===== src/rtl/tvl_scan_pkg.sv =====
package tvl_scan_pkg;

  // Master stage source selection; C1 beats ACLK beats B1.
  typedef enum logic [1:0] {
    MSEL_HOLD = 2'd0,
    MSEL_FUNC = 2'd1,
    MSEL_CHA  = 2'd2,
    MSEL_CHB  = 2'd3
  } msel_e;

  // Output stage source selection; C3 beats C2.
  typedef enum logic [1:0] {
    OSEL_HOLD = 2'd0,
    OSEL_MAST = 2'd1,
    OSEL_PARK = 2'd2
  } osel_e;

  function automatic msel_e master_sel(input logic c1, input logic ca,
                                       input logic b1);
    if (c1)      return MSEL_FUNC;
    else if (ca) return MSEL_CHA;
    else if (b1) return MSEL_CHB;
    else         return MSEL_HOLD;
  endfunction

  function automatic osel_e output_sel(input logic c3, input logic c2);
    if (c3)      return OSEL_PARK;
    else if (c2) return OSEL_MAST;
    else         return OSEL_HOLD;
  endfunction

  function automatic logic master_next(input msel_e s, input logic cur,
                                       input logic fd, input logic fa,
                                       input logic fb);
    case (s)
      MSEL_FUNC: return fd;
      MSEL_CHA:  return fa;
      MSEL_CHB:  return fb;
      default:   return cur;
    endcase
  endfunction

  function automatic logic output_next(input osel_e s, input logic cur,
                                       input logic fm, input logic fp);
    case (s)
      OSEL_PARK: return fp;
      OSEL_MAST: return fm;
      default:   return cur;
    endcase
  endfunction

endpackage


===== src/rtl/tvl_master_bank.sv =====
module tvl_master_bank
  import tvl_scan_pkg::*;
#(
  parameter int NCELLS = 4
) (
  input  logic              clk,
  input  logic              rst_n,
  input  logic              c1,
  input  logic              ca,
  input  logic              b1,
  input  logic [NCELLS-1:0] func_in,
  input  logic [NCELLS-1:0] cha_in,
  input  logic [NCELLS-1:0] chb_in,
  output logic [NCELLS-1:0] mst
);

  msel_e sel;
  logic  ev_func_load;
  logic  ev_cha_load;
  logic  ev_chb_load;

  assign sel          = master_sel(c1, ca, b1);
  assign ev_func_load = (sel == MSEL_FUNC);
  assign ev_cha_load  = (sel == MSEL_CHA);
  assign ev_chb_load  = (sel == MSEL_CHB);

  for (genvar i = 0; i < NCELLS; i++) begin : g_cell
    always_ff @(posedge clk or negedge rst_n) begin
      if (!rst_n) mst[i] <= 1'b0;
      else        mst[i] <= master_next(sel, mst[i], func_in[i],
                                        cha_in[i], chb_in[i]);
    end
  end

  AST_MASTER_FUNC_WINS: assert property (@(posedge clk) disable iff (!rst_n)
    c1 |=> mst == $past(func_in));
  AST_MASTER_CHA_OVER_CHB: assert property (@(posedge clk) disable iff (!rst_n)
    (!c1 && ca) |=> mst == $past(cha_in));
  AST_MASTER_IDLE_HOLD: assert property (@(posedge clk) disable iff (!rst_n)
    (!c1 && !ca && !b1) |=> $stable(mst));

endmodule


===== src/rtl/tvl_output_bank.sv =====
module tvl_output_bank
  import tvl_scan_pkg::*;
#(
  parameter int NCELLS = 4
) (
  input  logic              clk,
  input  logic              rst_n,
  input  logic              c2,
  input  logic              c3,
  input  logic [NCELLS-1:0] mst,
  input  logic [NCELLS-1:0] park,
  output logic [NCELLS-1:0] outs
);

  osel_e sel;
  logic  ev_launch;
  logic  ev_present_park;

  assign sel             = output_sel(c3, c2);
  assign ev_launch       = (sel == OSEL_MAST);
  assign ev_present_park = (sel == OSEL_PARK);

  for (genvar i = 0; i < NCELLS; i++) begin : g_cell
    always_ff @(posedge clk or negedge rst_n) begin
      if (!rst_n) outs[i] <= 1'b0;
      else        outs[i] <= output_next(sel, outs[i], mst[i], park[i]);
    end
  end

  AST_OUTPUT_PARK_WINS: assert property (@(posedge clk) disable iff (!rst_n)
    c3 |=> outs == $past(park));
  AST_OUTPUT_LAUNCH: assert property (@(posedge clk) disable iff (!rst_n)
    (c2 && !c3) |=> outs == $past(mst));
  AST_OUTPUT_HOLD: assert property (@(posedge clk) disable iff (!rst_n)
    (!c2 && !c3) |=> $stable(outs));

endmodule


===== src/rtl/tvl_park_bank.sv =====
module tvl_park_bank #(
  parameter int NCELLS = 4
) (
  input  logic              clk,
  input  logic              rst_n,
  input  logic              b2,
  input  logic [NCELLS-1:0] mst,
  output logic [NCELLS-1:0] park
);

  logic ev_park_load;

  assign ev_park_load = b2;

  for (genvar i = 0; i < NCELLS; i++) begin : g_cell
    always_ff @(posedge clk or negedge rst_n) begin
      if (!rst_n)            park[i] <= 1'b0;
      else if (ev_park_load) park[i] <= mst[i];
    end
  end

  AST_PARK_UNTOUCHED: assert property (@(posedge clk) disable iff (!rst_n)
    !b2 |=> $stable(park));
  AST_PARK_LOAD: assert property (@(posedge clk) disable iff (!rst_n)
    b2 |=> park == $past(mst));

endmodule


===== src/rtl/tvl_scan_row.sv =====
module tvl_scan_row #(
  parameter int NCELLS = 4
) (
  input  logic              clk,
  input  logic              rst_n,
  input  logic [NCELLS-1:0] d,
  output logic [NCELLS-1:0] q,
  input  logic              si_a,
  output logic              so_a,
  input  logic              si_b,
  output logic              so_b,
  input  logic              stb_c1,
  input  logic              stb_c2,
  input  logic              stb_c3,
  input  logic              stb_a,
  input  logic              stb_b1,
  input  logic              stb_b2
);

  localparam int LAST = NCELLS - 1;

  logic [NCELLS-1:0] mst;
  logic [NCELLS-1:0] outs;
  logic [NCELLS-1:0] park;
  logic [NCELLS-1:0] cha_feed;
  logic [NCELLS-1:0] chb_feed;

  for (genvar i = 0; i < NCELLS; i++) begin : g_chain
    if (i == 0) begin : g_head
      assign cha_feed[i] = si_a;
      assign chb_feed[i] = si_b;
    end else begin : g_link
      assign cha_feed[i] = outs[i-1];
      assign chb_feed[i] = park[i-1];
    end
  end

  tvl_master_bank #(.NCELLS(NCELLS)) u_master (
    .clk     (clk),
    .rst_n   (rst_n),
    .c1      (stb_c1),
    .ca      (stb_a),
    .b1      (stb_b1),
    .func_in (d),
    .cha_in  (cha_feed),
    .chb_in  (chb_feed),
    .mst     (mst)
  );

  tvl_output_bank #(.NCELLS(NCELLS)) u_output (
    .clk   (clk),
    .rst_n (rst_n),
    .c2    (stb_c2),
    .c3    (stb_c3),
    .mst   (mst),
    .park  (park),
    .outs  (outs)
  );

  tvl_park_bank #(.NCELLS(NCELLS)) u_park (
    .clk   (clk),
    .rst_n (rst_n),
    .b2    (stb_b2),
    .mst   (mst),
    .park  (park)
  );

  assign q    = outs;
  assign so_a = outs[LAST];
  assign so_b = park[LAST];

  AST_CHA_SHIFT_KEEPS_PARK: assert property (@(posedge clk) disable iff (!rst_n)
    (stb_a || stb_c2) && !stb_b2 |=> $stable(so_b));
  AST_SYS_PIPE: assert property (@(posedge clk) disable iff (!rst_n)
    (stb_c1 && !stb_c3) ##1 (stb_c2 && !stb_c3) |=> q == $past(d, 2));

endmodule


===== config.mk =====
export PLATFORM = sky130hd
export DESIGN_NAME = tvl_scan_row
export DESIGN_NICKNAME = d
export VERILOG_FILES = /design/src/rtl/tvl_scan_pkg.sv /design/src/rtl/tvl_master_bank.sv /design/src/rtl/tvl_output_bank.sv /design/src/rtl/tvl_park_bank.sv /design/src/rtl/tvl_scan_row.sv
export SDC_FILE = /design/constraint.sdc
export NUM_CORES = 1
export LEC_CHECK = 0
export ABC_AREA = 1
export BUFFER_PORTS_ARGS = -buffer_cell sky130_fd_sc_hd__buf_2
export CELL_PAD_IN_SITES_DETAIL_PLACEMENT = 1
export CELL_PAD_IN_SITES_GLOBAL_PLACEMENT = 2
export CORE_ASPECT_RATIO = 1.2
export CORE_MARGIN = 1.5
export CORE_UTILIZATION = 26
export CTS_CLUSTER_SIZE = 10
export DETAILED_ROUTE_END_ITERATION = 8
export GPL_TIMING_DRIVEN = 0
export PLACE_DENSITY_LB_ADDON = 0.12
export SLEW_MARGIN = 20
export SYNTH_ARGS = -nofsm -noshare
export SYNTH_HDL_FRONTEND = slang
export SYNTH_SLANG_ARGS = --single-unit
export TNS_END_PERCENT = 10

===== constraint.sdc =====
create_clock -name clk -period 1.07 [get_ports clk]
set_input_delay 0.107 -clock clk [delete_from_list [all_inputs] [get_ports clk]]
set_output_delay 0.107 -clock clk [all_outputs]
set_load 0.02 [all_outputs]

==> key figures, run 1 <==
Outcome
  • Status: completed

Worst setup path
  • Worst r2r dst: u_master.mst[2]$_DFFE_PN0P_
  • Worst path top cell family by delay: flip-flops
  • CP required: 0.96 ns
  • CP max-delay cell: dfrtp_1
  • Crit path max fanout: 3
  • Flop2flop setup slack: 0.22 ns
  • Crit path kind: flip-flop to output port
  • Critical Path Max Stage Delay: 0.39 ns
  • CP endpoint kind: output port
  • Critical Path AT: 0.92 ns
  • Worst r2r src: u_park.park[1]$_DFFE_PN0P_
  • CP Depth: 2
  • Crit path from: u_output.outs[3]$_DFFE_PN0P_
  • Crit-path cells: buf_4 > buf_6
  • Worst Path Buf+Inv: 2
  • CP startpoint kind: flip-flop
  • Worst r2r path cells: 4
  • Worst setup path endpoint: q[3]

Routing
  • TritonRoute pass-1 iters: 3
  • Vias: 564
  • DRT iter0 DRCs: 3
  • WL/cell: 10.71 um
  • Final WL: 1.425 mm
  • DR vias/cell: 4.241
  • Drt drc: 0
  • Routed Antenna Nets: 0

Power
  • Sw power: 0.3754 mW
  • Leak: 0.4210 nW
  • Seq pwr share: 46.9%
  • Power share of the clock group: 29.5%
  • Pint: 0.8548 mW
  • Maximum vdd drop: 0.4138 mV
  • Sw frac: 30.52%
  • Combinational share of power: 23.6%
  • Overall power: 1.230 mW
  • PwrDens: 1548 nW/um2

Timing
  • Fin. Hold Viols: 0
  • Slew HR: 80.23%
  • Setup TNS: 0 ns
  • Final Skew: 0.002672 ns
  • Setup-failing EPs final: 0
  • Final min period: 1.026 ns
  • Max Clock Freq: 974.9 MHz
  • Actual slew at the worst max-slew pin: 0.2945 ns
  • Final Cycle Share: 95.86%
  • RSZ-0062 raised after global routing: false
  • Final slew viol count: 0

Clock tree
  • Clock Latency Late Sink: 0.27 ns
  • Clock tree buffer depth: 2
  • Setup Buffers After CTS: 0
  • CTS Sinks: 12
  • Total CTS buffers: 3
  • Root Driver: clkbuf_4
  • TritonCTS clock tree: yes
  • Reg clk slew, reported paths: 0.08 ns
  • Max H-tree Level: 1

Placed design
  • Gpl congestion: 0.6937
  • Buffers on Ports: 19
  • Detailed placement HPWL: 1.173 mm

Yosys
  • Seq/Total Area, Yosys: 49.38%
  • Synth Area in XOR/XNOR: 0%
  • Largest family of logic cells by synthesized area: simple AND/OR/NAND/NOR gates
  • Post-synthesis adder-cell area fraction: 0%
  • Netlist Area Pre-Place: 608.1 um2
  • Avg Inst Size Synth: 7.796 um2
  • Syn Nets: 92
  • Compound-Gate Fraction of Synth Area: 2.881%
  • Post-Synthesis Cells: 78
  • Simple-Gate Fraction of Synth Area: 35.39%
  • Synth unique cells: 13
  • Ys Warns: 0
  • Synth Register Bits: 12
  • Mux cell area share after synthesis: 5.556%

GRT
  • Number of global-route vias before repair: 569
  • First-pass GRT wire length: 2.394 mm
  • Pin count of the biggest net entering global routing: 13
  • GRT Residual Overflow: 0
  • Initial antenna violation count: 0
  • GRT Util Overall: 13.15%

Floorplan
  • DIE AREA: 2639 um2
  • Core area: 2258 um2
  • Row count: 19
  • Die width: 47.15 um
  • Die height: 55.98 um
  • Initial Util: 26.93%
  • IO Pins: 20

Cells and area
  • Diode count: 0
  • Fill count: 296
  • Synthesis-to-finish area growth: 30.66%
  • Share of post-route cells with drive strength above 1: 29.41%
  • Nets@finish: 117

Job
  • Max_cap viols: 0

Min path
  • Worst hold path class: primary input to flip-flop
==> synthesized netlist by cell type <==
cell type  instances  area share [%]
nor2_1            15             9.3
inv_1              9             5.6
o211ai_1           1             1.2
buf_4              1             1.2
mux2_2             3             5.6
nand3_1           10             8.2
dfrtp_1           12              49
nand4_1            3             3.1
a21oi_1            1            0.82
o21ai_1            1            0.82
nand2_1           19              12
nor2_2             2             2.1
nand2_2            1             1.0
==> per-stage QoR <==
step | cells | hold WS (ns) | worst slack [ns] | instance area [um2] | util (%)
finish | 133 | 0.08884 | 0.04427 | 794.5 | 35.18
global route | 133 | 0.1139 | 0.005619 | 794.5 | 35.18
CTS | 133 | 0.08585 | 0.0009006 | 788.3 | 34.90
detailed placement | 128 | 0.003029 | 0.08100 | 742.0 | 32.85
global placement | 128 | 0.003281 | 0.09558 | 742.0 | 32.85
floorplan | 78 | -0.1886 | 0.2312 | 608.1 | -
==> cell type report <==
class                   count  area, um2  area share (%)
multi-input cells          56      266.5           33.54
well taps                  31      38.79           4.882
plain buffers               1      7.507          0.9449
flip-flops and latches     12      300.3           37.80
repair buffers             20      111.4           14.02
inverters                   9      33.78           4.252
clock buffers               4      36.28           4.567
==> logic make-up (layout without fill, tap and decap cells) <==
family | after synthesis | in the layout
simple gates | 50 | 50
compound gates | 3 | 3
buf+inv | 10 | 34
mux | 3 | 3
flops | 12 | 12
==> worst register-to-register path, cell delays in order, from the launching register on <==
cell and delay (ns):
dfrtp_1 0.41, nand4_1 0.11, nand3_1 0.08, nor2_1 0.10, nor2_1 0.05
==> registers in the layout, indices dropped and copies added, names as in the netlist <==
register	flops
u_master.mst	4
u_output.outs	4
u_park.park	4
==> layout by cell type, fill, tap and decap left out <==
cell type       n
buf_4           1
nand2_1        19
o211ai_1        1
nor2_1         15
a21oi_1         1
buf_2          18
nor2_2          2
buf_6           1
inv_1           9
clkbuf_4        3
clkbuf_8        1
o21ai_1         1
nand2_2         1
nand4_1         3
dfrtp_1        12
nand3_1        10
dlygate4sd3_1   1
mux2_2          3
==> power groups by stage <==
| stage | clock network, mW | logic [mW] | registers [mW] |
|---|---|---|---|
| after floorplan | 0 | 0.135 | 0.617 |
| after global placement | 0 | 0.280 | 0.585 |
| after detailed placement | 0 | 0.284 | 0.588 |
| after CTS | 0.387 | 0.288 | 0.580 |
| after global routing | 0.407 | 0.330 | 0.590 |
| final | 0.362 | 0.290 | 0.578 |
==> how the worst min path moves through the flow <==
stage,cells past startpoint,to,startpoint
finish,2,u_park.park[0]$_DFFE_PN0P_,stb_b2
global route,2,u_park.park[0]$_DFFE_PN0P_,stb_b2
CTS,2,u_park.park[0]$_DFFE_PN0P_,stb_b2
detailed placement,1,u_output.outs[0]$_DFFE_PN0P_,rst_n
global placement,1,u_output.outs[0]$_DFFE_PN0P_,rst_n
floorplan,0,u_master.mst[0]$_DFFE_PN0P_,rst_n
==> repair_timing <==
action	CTS	global route
resized for setup	0	2
hold buffers	1	0
hold endpoints to repair	12	0
endpoints found under the setup margin	0	1
==> metal layers <==
layer	vias to the layer above	part of all wire (%)	GRT usage (%)
met1	250	45	16.05
met3	2	5.0	1.948
met5	-	0	0
met4	0	1.3	9.524
met2	17	48	19.96
li1	295	-	-
Power figures use the tool's default switching activity.
==> inputs of run 2 (changes only) <==
--- a/config.mk
+++ b/config.mk
@@ -11,7 +11,7 @@
 export CELL_PAD_IN_SITES_GLOBAL_PLACEMENT = 2
 export CORE_ASPECT_RATIO = 1.2
 export CORE_MARGIN = 1.5
-export CORE_UTILIZATION = 26
+export CORE_UTILIZATION = 23
 export CTS_CLUSTER_SIZE = 10
 export DETAILED_ROUTE_END_ITERATION = 8
 export GPL_TIMING_DRIVEN = 0
==> constraint.sdc (replaced) <==
create_clock -name clk -period 0.9 [get_ports clk]
set_input_delay 0.09 -clock clk [delete_from_list [all_inputs] [get_ports clk]]
set_output_delay 0.09 -clock clk [all_outputs]
set_load 0.02 [all_outputs]
==> key figures, run 2 (synthesized netlist as in run 1, its figures left out) <==
Floorplan
  • DIE AREA: 2963 um2 (+12%)
  • Row count: 20 (+1)
  • Die height: 59.33 um (+6.0%)
  • Die width: 49.94 um (+5.9%)
  • IO Pins: 20 (unchanged)
  • Core area: 2527 um2 (+12%)
  • Initial Util: 24.06% (-2.9 points)

Timing
  • Final slew viol count: 0 (unchanged)
  • Setup-failing EPs final: 6 (+6)
  • Final min period: 1.000 ns
  • Final Cycle Share: 111.1%
  • Slew HR: 81.39% (+1.2 points)
  • Fin. Hold Viols: 0 (unchanged)
  • RSZ-0062 raised after global routing: true
  • Actual slew at the worst max-slew pin: 0.2781 ns (-0.01644 ns)
  • Final WS setup: -0.1003 ns (-0.1445 ns)
  • Max Clock Freq: 999.7 MHz
  • Final Skew: 0.003982 ns (+0.001310 ns)

Cells and area
  • Synthesis-to-finish area growth: 29.42%
  • Top flop regs: u_master.mst x4, u_output.outs x4, u_park.park x4
  • Commonest non-fill, non-tap cell in the layout: nand2_1
  • Reg area: 300.3 um2 (unchanged)
  • Most frequent cells in the layout: nand2_1, buf_2, nor2_1
  • Nets@finish: 117 (unchanged)
  • Non-Filler Instances: 134 (+0.75%)
  • Fill count: 336 (+14%)
  • Area occupied by multi-input gates: 266.5 um2 (unchanged)
  • Share of post-route cells with drive strength above 1: 28.71% (-0.70 points)
  • Diode count: 0 (unchanged)

Clock tree
  • Setup Buffers After CTS: 0 (unchanged)
  • Root Driver: clkbuf_4
  • TritonCTS clock tree: yes
  • Clock tree buffer depth: 2 (unchanged)
  • Total CTS buffers: 3 (unchanged)
  • CTS Sinks: 12 (unchanged)
  • Max H-tree Level: 1 (unchanged)
  • Reg clk slew, reported paths: 0.07 ns (about the same)
  • Clock Latency Late Sink: 0.26 ns (about the same)

Power
  • Maximum vdd drop: 0.4235 mV (+2.3%)
  • Overall power: 1.353 mW (+10%)
  • PwrDens: 1720 nW/um2 (+11%)
  • Leak: 0.4149 nW (-1.4%)

Worst setup path
  • CP max-delay cell: dfrtp_1
  • Crit path kind: flip-flop to output port
  • Most Frequent Cell on Critical Path: buf_6
  • CP endpoint kind: output port
  • Critical Path Max Stage Delay: 0.41 ns (+0.02 ns)
  • Worst r2r path cells: 4 (unchanged)
  • Crit path max fanout: 3 (unchanged)
  • CP required: 0.81 ns (-0.15 ns)
  • Crit-path cells: buf_6 > buf_6
  • Critical Path AT: 0.91 ns (about the same)
  • CP startpoint kind: flip-flop

Job
  • Max_cap viols: 0 (unchanged)

GRT
  • Pin count of the biggest net entering global routing: 13 (unchanged)
  • GRT Util Overall: 11.18% (-2.0 points)
  • Initial antenna violation count: 0 (unchanged)
  • Number of global-route vias before repair: 547 (-3.9%)
  • First-pass GRT wire length: 2.484 mm (+3.8%)
  • GRT Residual Overflow: 0 (unchanged)

Placed design
  • Gpl congestion: 0.7080 (+2.1%)
  • Buffers on Ports: 19 (unchanged)
  • Detailed placement HPWL: 1.137 mm (-3.0%)
  • Cells after DPL: 130 (+1.6%)

Outcome
  • Status: finished with violations
  • Failing checks: setup timing

Routing
  • Drt drc: 0 (unchanged)
  • Vias: 558 (-1.1%)
  • DR vias/cell: 4.164 (-1.8%)
  • Final WL: 1.413 mm (-0.84%)
  • WL/cell: 10.54 um (-1.6%)
  • TritonRoute pass-1 iters: 4 (+1)
  • Routed Antenna Nets: 0 (unchanged)
  • DRT iter0 DRCs: 10 (+7)

Min path
  • Worst hold path class: primary input to flip-flop
  • Worst Hold Depth: 2 (unchanged)
[run 2: critical path: cells and delay by family, from the launching register on]
kind	cells	cell delay, ns
buffers and inverters	2	0.25
flip-flops	1	0.41
[run 2: repair_timing]
| item | in CTS | in global routing |
|---|---|---|
| endpoints found under the setup margin | 6 | 7 |
| resized for setup | 3 | 0 |
| pin swaps | 0 | 0 |
| hold buffers | 1 | 0 |
| endpoints found under the hold margin | 12 | 0 |
[run 2: final cells by class]
| class | instances | area share [%] |
|---|---|---|
| repair buffers | 20 | 14.15 |
| multi-input cells | 56 | 33.86 |
| clock buffers | 3 | 2.862 |
| flip-flops and latches | 12 | 38.16 |
| inverters | 9 | 4.293 |
| well taps | 33 | 5.246 |
| plain buffers | 1 | 1.431 |
[run 2: worst paths after layout]
| check | startpoint | endpoint | slack, ns |
|---|---|---|---|
| max in group asynchronous | rst_n | u_output.outs[3]$_DFFE_PN0P_ | 0.45 |
| worst max register to register | u_park.park[1]$_DFFE_PN0P_ | u_master.mst[2]$_DFFE_PN0P_ | 0.06 |
| worst max-delay path | u_output.outs[3]$_DFFE_PN0P_ | q[3] | -0.10 |
| worst min register to register | u_master.mst[0]$_DFFE_PN0P_ | u_output.outs[0]$_DFFE_PN0P_ | 0.49 |
| worst min-delay path | stb_b2 | u_park.park[0]$_DFFE_PN0P_ | 0.08 |
| min in group asynchronous | rst_n | u_output.outs[0]$_DFFE_PN0P_ | 0.23 |
[run 2: per-layer routing]
metal	vias up	wire (um)	GRT usage (%)	part of all wire, %
met1	238	648	13.72	46
li1	298	-	-	-
met4	0	24	7.143	1.7
met5	-	0	0	0
met3	2	70	1.515	5.0
met2	20	670	18.48	47
[run 2: report_power, final]
part,internal (mW),total [mW],leakage (nW),switching [mW]
clock network,0.154,0.316,0.0138,0.162
logic,0.152,0.347,0.258,0.195
registers,0.624,0.691,0.143,0.0666
total,0.930,1.35,0.415,0.423
[run 2: stage by stage]
stage | hold slack (ns) | util (%) | setup TNS [ns] | worst slack, ns | cell area, um2
CTS | 0.07405 | 31.14 | -0.2437 | -0.1053 | 787.0
finish | 0.07622 | 31.14 | -0.1770 | -0.1003 | 787.0
floorplan | -0.2056 | - | 0 | 0.06117 | 608.1
global route | 0.07693 | 31.14 | -0.4442 | -0.1418 | 787.0
global placement | -0.01229 | 29.46 | -0.1846 | -0.05221 | 744.5
detailed placement | -0.01363 | 29.46 | -0.1678 | -0.05099 | 744.5
==> inputs of run 3 (changes only) <==
--- a/config.mk
+++ b/config.mk
@@ -10,8 +10,9 @@
 export CELL_PAD_IN_SITES_DETAIL_PLACEMENT = 1
 export CELL_PAD_IN_SITES_GLOBAL_PLACEMENT = 2
 export CORE_ASPECT_RATIO = 1.2
-export CORE_MARGIN = 1.5
+export CORE_MARGIN = 2
 export CORE_UTILIZATION = 23
+export CTS_BUF_LIST = sky130_fd_sc_hd__clkbuf_16
 export CTS_CLUSTER_SIZE = 10
 export DETAILED_ROUTE_END_ITERATION = 8
 export GPL_TIMING_DRIVEN = 0
==> key figures, run 3 (synthesized netlist as in run 1, its figures left out) <==
GRT
  • GR peak layer: met2
  • GRT met3 Usage: 3.250% (+1.7 points)
  • M1 GR Usage: 14.04% (+0.32 points)
  • First-pass GRT wire length: 2.504 mm (+0.81%)
  • Pin count of the biggest net entering global routing: 13 (unchanged)
  • Initial antenna violation count: 0 (unchanged)
  • GRT Util Overall: 11.75% (+0.58 points)
  • GRT Residual Overflow: 0 (unchanged)
  • Met2 GRT Util: 17.25% (-1.2 points)
  • Number of global-route vias before repair: 541 (-1.1%)

Clock tree
  • Total CTS buffers: 3 (unchanged)
  • Clock Latency Late Sink: 0.24 ns (-0.02 ns)
  • Max H-tree Level: 1 (unchanged)
  • CTS Sinks: 12 (unchanged)
  • Clock tree buffer depth: 2 (unchanged)
  • TritonCTS clock tree: yes
  • Root Driver: clkbuf_16
  • Reg clk slew, reported paths: 0.04 ns (-0.03 ns)

Cells and area
  • Most frequent cells in the layout: nand2_1, buf_2, nor2_1
  • Nets@finish: 117 (unchanged)
  • Commonest non-fill, non-tap cell in the layout: nand2_1
  • Fin area: 849.6 um2 (+7.9%)
  • Diode count: 0 (unchanged)
  • Fin util: 33.61% (+2.5 points)
  • Top flop regs: u_master.mst x4, u_output.outs x4, u_park.park x4
  • Synthesis-to-finish area growth: 39.71%
  • Share of post-route cells with drive strength above 1: 28.43% (-0.28 points)

Timing
  • Fin. Hold Viols: 0 (unchanged)
  • Final slew viol count: 0 (unchanged)
  • Actual slew at the worst max-slew pin: 0.3164 ns (+0.03833 ns)
  • RSZ-0062 raised after global routing: true
  • Final Skew: 0.0004617 ns (-0.003520 ns)
  • Final WS setup: -0.05886 ns (+0.04141 ns)
  • Hold_ws: 0.1132 ns (+0.03697 ns)
  • Max Clock Freq: 1043 MHz (+4.3%)
  • Slew HR: 78.83% (-2.6 points)
  • Final Cycle Share: 106.5% (-4.6 points)
  • Final min period: 0.9589 ns (-0.04141 ns)
  • Setup-failing EPs final: 1 (-5)

Routing
  • TritonRoute pass-1 iters: 2 (-2)
  • WL/cell: 11.04 um (+4.7%)
  • Routed Antenna Nets: 0 (unchanged)
  • DR vias/cell: 4.215 (+1.2%)
  • Vias: 569 (+2.0%)
  • Final WL: 1.490 mm (+5.4%)
  • Drt drc: 0 (unchanged)
  • DRT iter0 DRCs: 3 (-7)

Min path
  • Worst Hold Depth: 2 (unchanged)
  • Worst Min Path Start: stb_b2
  • Worst hold path class: primary input to flip-flop
  • Hold Path End: u_park.park[0]$_DFFE_PN0P_

Worst setup path
  • Crit path max fanout: 3 (unchanged)
  • Worst Path Buf+Inv: 2 (unchanged)
  • Worst path top cell family by delay: flip-flops
  • CP startpoint kind: flip-flop
  • Flop2flop setup slack: 0.06 ns (about the same)
  • Crit path kind: flip-flop to output port
  • CP endpoint kind: output port
  • Crit-path cells: buf_6 > buf_6
  • CP max-delay cell: dfrtp_1
  • CP required: 0.81 ns (about the same)
  • Critical Path Max Stage Delay: 0.39 ns (-0.02 ns)
  • Worst r2r dst: u_master.mst[2]$_DFFE_PN0P_
  • Most Frequent Cell on Critical Path: buf_6
  • Critical Path AT: 0.87 ns (-0.04 ns)
  • Worst r2r src: u_park.park[1]$_DFFE_PN0P_
  • Worst r2r path cells: 4 (unchanged)

Floorplan
  • IO Pins: 20 (unchanged)
  • Row count: 20 (unchanged)
  • Die height: 60.33 um (+1.7%)
  • DIE AREA: 3073 um2 (+3.7%)
  • Initial Util: 24.06% (unchanged)
  • Die width: 50.94 um (+2.0%)
  • Core area: 2527 um2 (unchanged)

Placed design
  • Gpl congestion: 0.6599 (-6.8%)
  • Buffers on Ports: 19 (unchanged)
  • Detailed placement HPWL: 1.171 mm (+3.0%)
  • Worst slack, placed: -0.03754 ns (+0.01345 ns)
  • Post-DP Area: 744.5 um2 (unchanged)

Outcome
  • Failing checks: setup timing
  • Status: finished with violations

Power
  • Maximum vdd drop: 0.7799 mV (+84%)
  • Overall power: 1.874 mW (+38%)
  • Leak: 0.4414 nW (+6.4%)
  • PwrDens: 2206 nW/um2 (+28%)

Job
  • Max_cap viols: 0 (unchanged)
run 3: metrics by stage:
step	cells	setup TNS (ns)
2_1_floorplan	78	0
3_3_place_gp	130	-0.1830
3_5_place_dp	130	-0.1222
4_1_cts	135	-0.07139
5_1_grt	135	-0.1306
6_report	135	-0.05886
run 3: final cells by class:
class                           instances  area [um2]
Multi-Input combinational cell         56       266.5
Tap cell                               33       41.29
Fill cell                             317        1678
Timing Repair Buffer                   20       117.6
Clock inverter                          1       3.754
Sequential cell                        12       300.3
Inverter                                9       33.78
Buffer                                  1       11.26
Clock buffer                            3       75.07
run 3: repair_timing:
action / in CTS / in global routing
resized for setup: 3 / 2
endpoints found under the hold margin: 12 / 0
pin swaps: 0 / 0
hold buffers: 1 / 0
setup endpoints to repair: 2 / 6
setup buffers: 0 / 0
run 3: worst max path at each step:
stage                                  end                    startpoint  depth (start not counted)  slack (ns)
3_3_place_gp   u_master.mst[1]$_DFFE_PN0P_                        stb_c1                          7       -0.05
4_1_cts                               q[3]  u_output.outs[3]$_DFFE_PN0P_                          2       -0.07
3_5_place_dp   u_master.mst[2]$_DFFE_PN0P_                        stb_c1                          7       -0.04
2_1_floorplan   u_park.park[3]$_DFFE_PN0P_    u_park.park[3]$_DFFE_PN0P_                          1        0.06
6_report                              q[3]  u_output.outs[3]$_DFFE_PN0P_                          2       -0.06
5_1_grt                               q[3]  u_output.outs[3]$_DFFE_PN0P_                          2       -0.09
run 3: where the power goes:
| part | switching (mW) | internal [mW] |
|---|---|---|
| logic | 0.197 | 0.160 |
| clock network | 0.236 | 0.585 |
| registers | 0.0692 | 0.627 |
| total | 0.502 | 1.37 |
run 3: worst reg2reg max path, cell delays in order (launching register included):
cell	delay, ns
dfrtp_1	0.40
nand4_1	0.11
nand3_1	0.08
nor2_1	0.09
nor2_1	0.04
run 3: metal layers:
layer  wire [um]  share of wire (%)  vias to the layer above
met2         658                 44                       21
met3          98                6.6                        5
li1            -                  -                      297
met4          63                4.2                        0
met5           0                  0                        -
met1         670                 45                      246
